## config.mk

```make
export PLATFORM = sky130hd
export DESIGN_NAME = scb_cmd_handler
export DESIGN_NICKNAME = d
export VERILOG_FILES = /design/src/rtl/scb_cmd_handler.sv
export SDC_FILE = /design/constraint.sdc
export NUM_CORES = 1
export LEC_CHECK = 0
export BUFFER_PORTS_ARGS = -buffer_cell sky130_fd_sc_hd__buf_2
export CAP_MARGIN = 20
export CORE_AREA = 3 3 77 79
export CTS_CLUSTER_SIZE = 12
export DETAILED_ROUTE_END_ITERATION = 8
export DIE_AREA = 0 0 80 82
export PLACE_DENSITY = 0.59
export SYNTH_ARGS = -nofsm -noshare
export SYNTH_HDL_FRONTEND = slang
export SYNTH_SLANG_ARGS = --single-unit
```

## constraint.sdc

```tcl
create_clock -name clk -period 2.42 [get_ports clk]
set_input_delay 0.605 -clock clk [delete_from_list [all_inputs] [get_ports clk]]
set_output_delay 0.605 -clock clk [all_outputs]
set_load 0.05 [all_outputs]
```

## src/rtl/scb_cmd_handler.sv

```systemverilog
module scb_cmd_handler #(
  parameter int PEND_W = 4
) (
  input  logic        clk,
  input  logic        rst_n,
  input  logic        attn_i,
  input  logic [15:0] cmd_word_i,
  input  logic        cu_busy_i,
  input  logic [3:0]  cause_set_i,
  input  logic        list_null_i,
  output logic [15:0] status_o,
  output logic [1:0]  cu_state_o,
  output logic [2:0]  ru_state_o,
  output logic        soft_rst_o,
  output logic        list_req_o,
  output logic        done_o,
  output logic        err_o
);

  localparam logic [PEND_W-1:0] PEND_MAX = '1;
  localparam logic [1:0] CU_IDLE = 2'd0, CU_SUSP = 2'd1, CU_ACT = 2'd2;
  localparam logic [2:0] RU_IDLE = 3'd0, RU_SUSP = 3'd1;

  logic              active_q, ptr_q;
  logic [15:0]       cap_q;
  logic [PEND_W-1:0] pend_q;
  logic [3:0]        cause_q;

  wire [2:0] cuc  = cap_q[10:8];
  wire [2:0] ruc  = cap_q[6:4];
  wire       srst = cap_q[7];
  wire       go   = !active_q && !cu_busy_i && (attn_i || pend_q != '0);

  logic [1:0] cu_n;
  logic [2:0] ru_n;
  logic [3:0] cause_n;
  logic       bad_n, ptr_n, req_n;

  always_comb begin
    cu_n    = cu_state_o;
    ru_n    = ru_state_o;
    cause_n = cause_q & ~cap_q[15:12];
    bad_n   = 1'b0;
    case (cuc)
      3'd0: ;
      3'd1: cu_n = CU_ACT;
      3'd4: begin cu_n = CU_SUSP; cause_n[1] = 1'b1; end
      default: bad_n = 1'b1;
    endcase
    case (ruc)
      3'd0: ;
      3'd1, 3'd2: ru_n = RU_IDLE;
      3'd3, 3'd4: begin ru_n = RU_SUSP; cause_n[0] = 1'b1; end
      default: bad_n = 1'b1;
    endcase
    cause_n = cause_n | cause_set_i;
    ptr_n   = ptr_q;
    if (srst) begin
      cu_n    = CU_IDLE;
      ru_n    = RU_SUSP;
      cause_n = '0;
      ptr_n   = 1'b0;
    end
    req_n = (cu_n != CU_SUSP) && !ptr_n;
  end

  always_ff @(posedge clk or negedge rst_n) begin
    if (!rst_n) begin
      active_q   <= 1'b0;
      cap_q      <= '0;
      pend_q     <= '0;
      cause_q    <= '0;
      ptr_q      <= 1'b0;
      cu_state_o <= CU_IDLE;
      ru_state_o <= RU_SUSP;
      soft_rst_o <= 1'b0;
      list_req_o <= 1'b0;
      done_o     <= 1'b0;
      err_o      <= 1'b0;
    end else begin
      soft_rst_o <= 1'b0;
      list_req_o <= 1'b0;
      done_o     <= 1'b0;
      err_o      <= 1'b0;
      if (go) begin
        cap_q    <= cmd_word_i;
        active_q <= 1'b1;
        if (pend_q != '0) pend_q <= pend_q - PEND_W'(1) + PEND_W'(attn_i);
      end else begin
        active_q <= 1'b0;
        if (attn_i && pend_q != PEND_MAX) pend_q <= pend_q + PEND_W'(1);
      end
      if (active_q) begin
        cu_state_o <= cu_n;
        ru_state_o <= ru_n;
        cause_q    <= cause_n;
        ptr_q      <= ptr_n | req_n;
        soft_rst_o <= srst;
        list_req_o <= req_n;
        done_o     <= 1'b1;
        err_o      <= bad_n;
      end else begin
        cause_q <= cause_q | cause_set_i;
        if (list_null_i) ptr_q <= 1'b0;
      end
    end
  end

  assign status_o = {cause_q, 2'b00, cu_state_o, 1'b0, ru_state_o, 4'b0000};

  p_reset_state_r4: assert property (@(posedge clk) disable iff (!rst_n)
    soft_rst_o |-> (cu_state_o == CU_IDLE && ru_state_o == RU_SUSP && status_o[15:12] == 4'b0000));

  p_done_spacing_r7: assert property (@(posedge clk) disable iff (!rst_n)
    done_o |=> !done_o);

  p_req_not_susp_r6: assert property (@(posedge clk) disable iff (!rst_n)
    list_req_o |-> (cu_state_o != CU_SUSP && done_o));

  p_err_with_done_r8: assert property (@(posedge clk) disable iff (!rst_n)
    err_o |-> done_o);

  p_cu_legal_r1: assert property (@(posedge clk) disable iff (!rst_n)
    cu_state_o != 2'd3);

  p_apply_follows_capture_r9: assert property (@(posedge clk) disable iff (!rst_n)
    go |=> !go);

endmodule

```

# ---- Word level (Yosys, flattened, before mapping)
# Index checks and enable logic that the tools add are counted.
dict set report classes {
  addsub 3
  mul 0
  n_div 0
  order_cmp 0
  n_eq_ne 9
  n_shift 0
  n_mux 21
  bitwise_logic 5
  n_reduce_logical 20
}
# operator n
set op_table {}
lappend op_table {{two-way mux 4 bit} 5}
lappend op_table {{two-way mux 1 bit} 12}
lappend op_table {{bitwise OR 4 bit} 2}
lappend op_table {{== test 3 x 1 -> 1 bit (second input constant)} 2}
lappend op_table {{== test 3 x 2 -> 1 bit (second input constant)} 2}
lappend op_table {{== test 3 bit (second input constant)} 2}
lappend op_table {{logical NOT 3 bit} 2}
lappend op_table {{one-hot mux 3 bit (2 select lines)} 1}
lappend op_table {{OR reduction 5 bit} 1}
lappend op_table {{adder 4 x 1 -> 4 bit} 1}
lappend op_table {{adder 4 x 1 -> 4 bit (second input constant)} 1}
lappend op_table {{AND 4 bit} 1}
lappend op_table {{logical AND 1 bit} 4}
lappend op_table {{inequality test 2 x 1 -> 1 bit (second input constant)} 2}
lappend op_table {{inequality test 4 bit (second input constant)} 1}
lappend op_table {{NOT 4 bit} 1}
lappend op_table {{one-hot mux 2 bit (2 select lines)} 1}
lappend op_table {{AND reduction 2 bit} 2}
lappend op_table {{nonzero test 2 bit} 2}
lappend op_table {{nonzero test 4 bit} 1}
lappend op_table {{OR reduction 2 bit} 2}
lappend op_table {{subtractor 4 x 1 -> 4 bit (second input constant)} 1}
lappend op_table {{logical NOT 1 bit} 3}
lappend op_table {{two-way mux 3 bit} 1}
lappend op_table {{5 further kinds} 5}
dict set report word_totals {
  reg_bits 35
  latchBits 0
  ramBits 0
  romBits 0
  in_bits 25
  output_inout_bits 25
  elab_cells 69
  memories 0
}

# ---- Logic depth before layout (Yosys ltp)
# Gate-level depths: netlist (run 1).
dict set report depth {
  word_depth 7
  depth_mapped 6
  ltp_nobuf 5
}

# ---- Worst setup path before layout (run 1)
# No wires, ideal clock.
dict set report synth_timing {
  path_kind {reg-to-reg}
  start {register pend_q[0]}
  end {register cap_q[10]}
  setup_time_ns 0.125
  arrival_ns 1.653
  path_slack_ns 0.642
  path_stages_with_launch 7
  n_path_buf 1
  path_cell_list {dfrtp_1 -> inv_1 -> ha_1 -> or3b_4 -> o21a_4 -> buf_6 -> mux2_4}
}
dict set report synth_between {
  elab_chain_cells 3
}
# element line_no
set synth_rtl {}
lappend synth_rtl {{from (decl)} 26} ;# logic [PEND_W-1:0] pend_q;
lappend synth_rtl {{from (signal assigned)} 88} ;# if (pend_q != '0) pend_q <= pend_q - PEND_W'(1) + PEND_W'(attn_i);
lappend synth_rtl {{from (signal assigned)} 91} ;# if (attn_i && pend_q != PEND_MAX) pend_q <= pend_q + PEND_W'(1);
lappend synth_rtl {{nonzero test 4 bit} 32} ;# wire go = !active_q && !cu_busy_i && (attn_i || pend_q != '0);
lappend synth_rtl {{logical OR 1 bit} 32}
lappend synth_rtl {{logical AND 1 bit} 32}
lappend synth_rtl {{net go} 32}
lappend synth_rtl {{to (signal assigned)} 86} ;# cap_q <= cmd_word_i;
lappend synth_rtl {{to (decl)} 25} ;# logic [15:0] cap_q;
# The timed path passes the listed nets, and every way through them passes these cells.
# A chain may end at the register's enable or synchronous reset.

# ---- Worst setup path after layout (run 1)
dict set report layout_timing {
  start {register pend_q[0]}
  end {register cap_q[6]}
}
dict set report layout_between {
  elab_chain_cells 3
}
# element line_no
set layout_rtl {}
lappend layout_rtl {{nonzero test 4 bit} 32}
lappend layout_rtl {{logical OR 1 bit} 32}
lappend layout_rtl {{logical AND 1 bit} 32}
# No other way between the ends.

==> results of run 1 <==
==> final timing paths <==
check | slack, ps | to | start
max | 610 | cap_q[6]$_DFFE_PN0P_ | pend_q[0]$_DFFE_PN0P_
min | 350 | cause_q[0]$_DFF_PN0_ | rst_n
max reg2reg | 610 | cap_q[6]$_DFFE_PN0P_ | pend_q[0]$_DFFE_PN0P_
min reg2reg | 480 | list_req_o$_DFF_PN0_ | ptr_q$_DFFE_PN0P_
max in group asynchronous | 1640 | pend_q[2]$_DFFE_PN0P_ | rst_n
min in group clk | 480 | list_req_o$_DFF_PN0_ | ptr_q$_DFFE_PN0P_
==> state kept, by name, indices dropped and copies added, names as in the netlist <==
name	flops
cap_q	11
cause_q	4
pend_q	4
cu_state_o	2
active_q	1
done_o	1
err_o	1
list_req_o	1
ptr_q	1
ru_state_o	1
soft_rst_o	1
==> synth_stat cells (2+ instances only) <==
cell type / instances / share of area
a21oi_1: 8 / 0.026
a311oi_1: 2 / 0.011
buf_4: 14 / 0.069
clkbuf_1: 2 / 0.0049
dfrtp_1: 27 / 0.44
ha_1: 4 / 0.033
inv_1: 11 / 0.027
mux2_2: 2 / 0.015
mux2_4: 9 / 0.088
nand2_1: 2 / 0.0049
nand2b_1: 2 / 0.0082
nand3_1: 4 / 0.013
nor2_1: 6 / 0.015
nor3b_1: 3 / 0.015
o211a_1: 2 / 0.013
o21ai_0: 10 / 0.033
o221ai_1: 2 / 0.011
o22a_1: 2 / 0.011
==> area by class of cell <==
cell class              instances  area [um^2]
fillers                       577         3649
flip-flops and latches         28        701.9
multi-input cells              92        698.2
repair buffers                 35        180.2
well taps                      72        90.09
clock buffers                   4        45.04
inverters                      11        41.29
==> power groups by stage <==
stage / clock network, uW / logic, uW / registers (uW)
floorplan: 0 / 546 / 922
global placement: 0 / 837 / 777
detailed placement: 0 / 845 / 778
CTS: 272 / 846 / 769
global route: 296 / 910 / 801
finish: 260 / 838 / 767
==> metrics by stage <==
step / power (uW) / setup WS [ps] / hold WS, ps
2_1_floorplan: 1468 / 642.1 / 309.4
3_3_place_gp: 1614 / 550.0 / 476.0
3_5_place_dp: 1623 / 543.6 / 484.0
4_1_cts: 1887 / 602.0 / 362.8
5_1_grt: 2007 / 501.6 / 382.4
6_report: 1865 / 608.6 / 350.1
==> worst register-to-register path, cell delays in order, from the launching register on <==
cell and delay (ps):
dfrtp_1 420, inv_1 100, ha_1 160, or3b_4 420
o21a_4 290, mux2_4 320
==> metal layers <==
| metal | GRT usage | part of all wire | vias to the layer above |
|---|---|---|---|
| met5 | 0 | 0 | - |
| met3 | 0.01864 | 0.056 | 2 |
| met4 | 0.04054 | 0.012 | 0 |
| met1 | 0.1340 | 0.48 | 520 |
| li1 | - | - | 536 |
| met2 | 0.1531 | 0.45 | 30 |
==> kinds of logic after synthesis <==
kind of cell               count (synthesis)  share of synthesized area
muxes                                     11                     0.1032
adders and majority gates                  4                    0.03276
buffers and inverters                     28                     0.1081
AOI/OAI and AO/OA                         37                     0.1736
DFF                                       28                     0.4595
other                                      1                   0.002455
and+or+nand+nor                           29                     0.1204
==> impl_metrics.json, run 1 <==
{
  "drt_iter0_drc": 111,
  "fin_cells": 242,
  "outcome": "complete, no violations",
  "synth_top_flop_cell": "dfrtp_1",
  "cts.sinks": 28,
  "finalSetupViolCount": 0,
  "crit_family": "flip-flops",
  "grt_pass1_vias": 1006,
  "cts_buffer_depth": 2,
  "max_stage_delay_ps": 420,
  "p_leak_uw": 0.0008438,
  "mostFrequentLayoutCells": "buf_2, dfrtp_1, inv_1, conb_1, o21ai_0",
  "portBuffers": 33,
  "power_frac_seq": 0.411,
  "synth_edf_count": 0,
  "yosysWarnings": 0,
  "rsz0062_at_grt": "no",
  "cap_violations": 0,
  "drive_gt1_frac": 0.3529,
  "finalInstanceArea_mm2": 0.001757,
  "irDropWorstVdd_uv": 438.6,
  "p_int_uw": 1041,
  "postRouteAntennaNets": 0,
  "post-route-util": 0.3250,
  "timing_worst_setup_path_type": "register to register",
  "syn_to_final_growth_pct": 14.99,
  "ys_seq_elements": 28,
  "place_area_mm2": 0.001712,
  "finClkSkew_ps": 14.17,
  "grtUsageTotal": 0.09845,
  "insertion_delay_ps": 270,
  "p_clk_frac": 0.139,
  "nets": 200,
  "sw_frac_of_total": 0.4420,
  "worst_slew_pin_slew_ps": 650.0,
  "fmax_mhz": 552.1,
  "cts.htree.levels": 1,
  "combPwrFrac": 0.449,
  "clk_pin_slew_ps": 100,
  "cp-start-kind": "register",
  "hpwl_um": 2212,
  "end_kind": "register",
  "grt_pass1_wl_um": 4968,
  "synthArstFlopShare": 1.000,
  "drc": 0,
  "die_x_um": 80,
  "antenna_cells": 0,
  "cts_setup_buffers": 0,
  "numCtsBuffers": 3,
  "avgRoutedWirePerCell_um": 12.29,
  "worstPathCellList": "inv_1 -> ha_1 -> or3b_4 -> o21a_4 -> mux2_4",
  "core-area_mm2": 0.005405,
  "grt_max_degree": 29,
  "drt-total-wl_um": 2975,
  "start_util": 0.2826,
  "p_per_area_mw_per_mm2": 1062,
  "r2r_cells": 5,
  "critPathArrivalTime_ps": 1970,
  "vias_per_cell": 4.496,
  "relSlewSlack": 0.5667,
  "syn_inst": 138,
  "root_buffer": "clkbuf_8",
  "gp_congestion": 0.7994,
  "chipHeight_um": 82,
  "synth_area_mm2": 0.001528,
  "antenna_found_initial": 0,
  "overflow": 0,
  "critPathRequiredTime_ps": 2580,
  "cts_tree": "yes",
  "crit_cells": 5,
  "crit_buf_inv": 1,
  "slew_viol_final": 0,
  "dieArea_mm2": 0.006560,
  "setup_tns_ps": 0,
  "yosysSeqAreaShare": 0.4595,
  "switching_power_uw": 824.2,
  "ys_types": 44,
  "period_needed_ps": 1811,
  "dr.pass1.iters": 4,
  "io_pins": 50,
  "hold_viol": 0,
  "cts.repair.resized": 0,
  "slowest_stage": "dfrtp_1",
  "holdBufCountCts": 0,
  "final_common_cell": "buf_2",
  "path_max_fanout": 12,
  "num_vias": 1088,
  "num_rows": 27,
  "hold_path.class": "input port to async pin",
  "postSynthAreaPerCell_um2": 11.07,
  "min_period_over_period": 0.7485,
  "placedCellCount": 238
}
(Power assumes the default switching activity.)
==> run 2: changes to the inputs <==
- ABC_AREA: not set -> 1
- PLACE_DENSITY: 0.59 -> 0.58
- clock period: 2.42 -> 1.71 ns (I/O delays scaled with it)
==> run 2 against run 1 <==
Compared with the run above:
- clock power up 97%
- setup slack got worse by 410 ps
- power increased by 74%
- register-to-register slack lost 400 ps
- clock-buffer cell count fell by 1
- largest power group unchanged
- sequential share of layout area up 0.52 points
- sequential cell count unchanged
- sequential power rose by 51%
==> impl_metrics.json, run 2 <==
{
  "crit_path_end": "ru_state_o[0]",
  "p_int_uw": 1700,
  "p_per_area_mw_per_mm2": 1866,
  "cts.sinks": 28,
  "min_period_over_period": 0.8822,
  "mostFrequentLayoutCells": "nand2_1, buf_2, dfrtp_1",
  "sw_frac_of_total": 0.4745,
  "rsz0062_at_grt": "no",
  "clk_pin_slew_ps": 90,
  "relSlewSlack": 0.5872,
  "critPathArrivalTime_ps": 1080,
  "grt_pass1_wl_um": 4657,
  "cts_setup_buffers": 0,
  "drc": 0,
  "finalSetupViolCount": 0,
  "irDropWorstVdd_uv": 648.9,
  "hold_path.class": "input port to async pin",
  "syn_to_final_growth_pct": 14.26,
  "portBuffers": 33,
  "largest-register": "cap_q",
  "ys_seq_elements": 28,
  "postRouteAntennaNets": 0,
  "period_needed_ps": 1509,
  "switching_power_uw": 1535,
  "drt_iter0_drc": 53,
  "core-area_mm2": 0.005405,
  "largest_reg_flops": 11,
  "reg.largest.list": "cap_q: 11 flops, cause_q: 4 flops, pend_q: 4 flops",
  "timing_worst_setup_path_type": "register to output pin",
  "num_rows": 27,
  "drive_gt1_frac": 0.2406,
  "setup_tns_ps": 0,
  "cts_tree": "yes",
  "timing.rr.end": "pend_q[3]$_DFFE_PN0P_",
  "io_pins": 50,
  "crit_family": "flip-flops",
  "cts.htree.levels": 1,
  "root_buffer": "clkbuf_8",
  "overflow": 0,
  "max_stage_delay_ps": 550,
  "r2r-start": "pend_q[0]$_DFFE_PN0P_",
  "fmax_mhz": 662.9,
  "hold_viol": 0,
  "worst_slew_pin_slew_ps": 619.2,
  "numCtsBuffers": 3,
  "holdBufCountCts": 0,
  "power_frac_seq": 0.358,
  "drt-total-wl_um": 2886,
  "dr.pass1.iters": 4,
  "end_kind": "output pin",
  "slew_viol_final": 0,
  "r2r_cells": 9,
  "synth_top_area_cell": "dfrtp_1",
  "combPwrFrac": 0.485,
  "synth_most_common_cell": "nand2_1",
  "chipHeight_um": 82,
  "insertion_delay_ps": 270,
  "synth_edf_count": 0,
  "worstPathCellList": "buf_2",
  "netlist.area_leader.share": 0.4452,
  "die_x_um": 80,
  "hpwl_um": 2204,
  "syn_inst": 183,
  "whs_ps": 154.9,
  "postSynthAreaPerCell_um2": 8.293,
  "ys_types": 26,
  "synth_top_flop_cell": "dfrtp_1",
  "p_leak_uw": 0.0009366,
  "cts_buffer_depth": 2,
  "crit_buf_inv": 1,
  "nets": 242,
  "final_common_cell": "nand2_1",
  "p_clk_frac": 0.158,
  "start_util": 0.2808,
  "dieArea_mm2": 0.006560,
  "grt_max_degree": 29,
  "outcome": "complete, no violations",
  "avgRoutedWirePerCell_um": 10.16,
  "synthArstFlopShare": 1.000,
  "path_max_fanout": 3,
  "slowest_stage": "dfstp_2",
  "num_vias": 1138,
  "grt_pass1_vias": 1042,
  "synth_area_mm2": 0.001518,
  "startpoint": "ru_state_o[0]$_DFFE_PN1P_",
  "cts.repair.resized": 0,
  "yosysSeqAreaShare": 0.4625,
  "netlist_top_cells_area": "dfrtp_1, nand2_1, buf_4, inv_1, o21ai_0",
  "crit_cells": 1,
  "vias_per_cell": 4.007,
  "antenna_found_initial": 0,
  "cap_violations": 0,
  "antenna_cells": 0,
  "rrSetupSlack_ps": 210,
  "critPathRequiredTime_ps": 1280,
  "cp-start-kind": "register",
  "synth_common_cells": "nand2_1, dfrtp_1, inv_1",
  "grtUsageTotal": 0.09310,
  "finClkSkew_ps": 2.724,
  "yosysWarnings": 0,
  "gp_congestion": 0.7077
}
[run 2: changes by cell type after synthesis, moves of 3 or more]
cell and change:
nand2_1 +57, mux2_4 -9, inv_1 +8, nand3_1 +6, o21ai_2 +5, nand2_2 +3
nor3b_1 -3
[run 2: layout make-up]
| class | count | area, um^2 |
|---|---|---|
| inverter | 20 | 77.57 |
| clock buffer | 3 | 41.29 |
| tap | 72 | 90.09 |
| clock inverter | 1 | 30.03 |
| sequential | 28 | 701.9 |
| fill | 585 | 3671 |
| timing repair buffer | 33 | 165.2 |
| multi-input combinational | 127 | 628.1 |
[run 2: logic make-up after synthesis]
group           count (synthesis)  share of synthesized area
fa+ha+maj                       4                    0.03298
simple gates                   84                     0.2416
flops                          28                     0.4625
compound gates                 26                     0.1006
buf+inv                        38                     0.1484
other cells                     1                   0.002471
xor+xnor                        2                    0.01154
[run 2: worst min-delay path by stage]
stage	start	end	slack, ps	cells past startpoint
6_report	rst_n	cause_q[2]$_DFF_PN0_	150	1
5_1_grt	rst_n	cause_q[2]$_DFF_PN0_	200	1
4_1_cts	rst_n	cause_q[2]$_DFF_PN0_	170	1
3_5_place_dp	cap_q[15]$_DFFE_PN0P_	cap_q[15]$_DFFE_PN0P_	470	2
3_3_place_gp	cap_q[15]$_DFFE_PN0P_	cap_q[15]$_DFFE_PN0P_	460	2
2_1_floorplan	rst_n	active_q$_DFF_PN0_	130	0
[run 2: routing by layer]
metal | part of all wire | vias to the layer above | GRT usage
met1 | 0.47 | 493 | 0.1184
met5 | 0 | - | 0
met4 | 0.015 | 0 | 0.03547
li1 | - | 608 | -
met2 | 0.44 | 32 | 0.1482
met3 | 0.074 | 5 | 0.02851
[run 2: power groups by stage]
stage               combinational (uW)  clock [uW]  sequential (uW)
floorplan                         1050           0             1460
global placement                  1570           0             1170
detailed placement                1580           0             1170
CTS                               1590         537             1160
global route                      1750         561             1200
finish                            1570         511             1160
[run 2: through the flow]
| step | std cells | total power, uW | cell area [um^2] | setup WS, ps | util |
|---|---|---|---|---|---|
| after CTS | 284 | 3284 | 1734 | 178.4 | 0.3208 |
| final | 284 | 3236 | 1734 | 201.4 | 0.3208 |
| after global placement | 280 | 2733 | 1663 | 225.2 | 0.3076 |
| after detailed placement | 280 | 2756 | 1663 | 210.3 | 0.3076 |
| after floorplan | 193 | 2516 | 1555 | 354.6 | - |
| after global routing | 284 | 3506 | 1734 | 90.96 | 0.3208 |
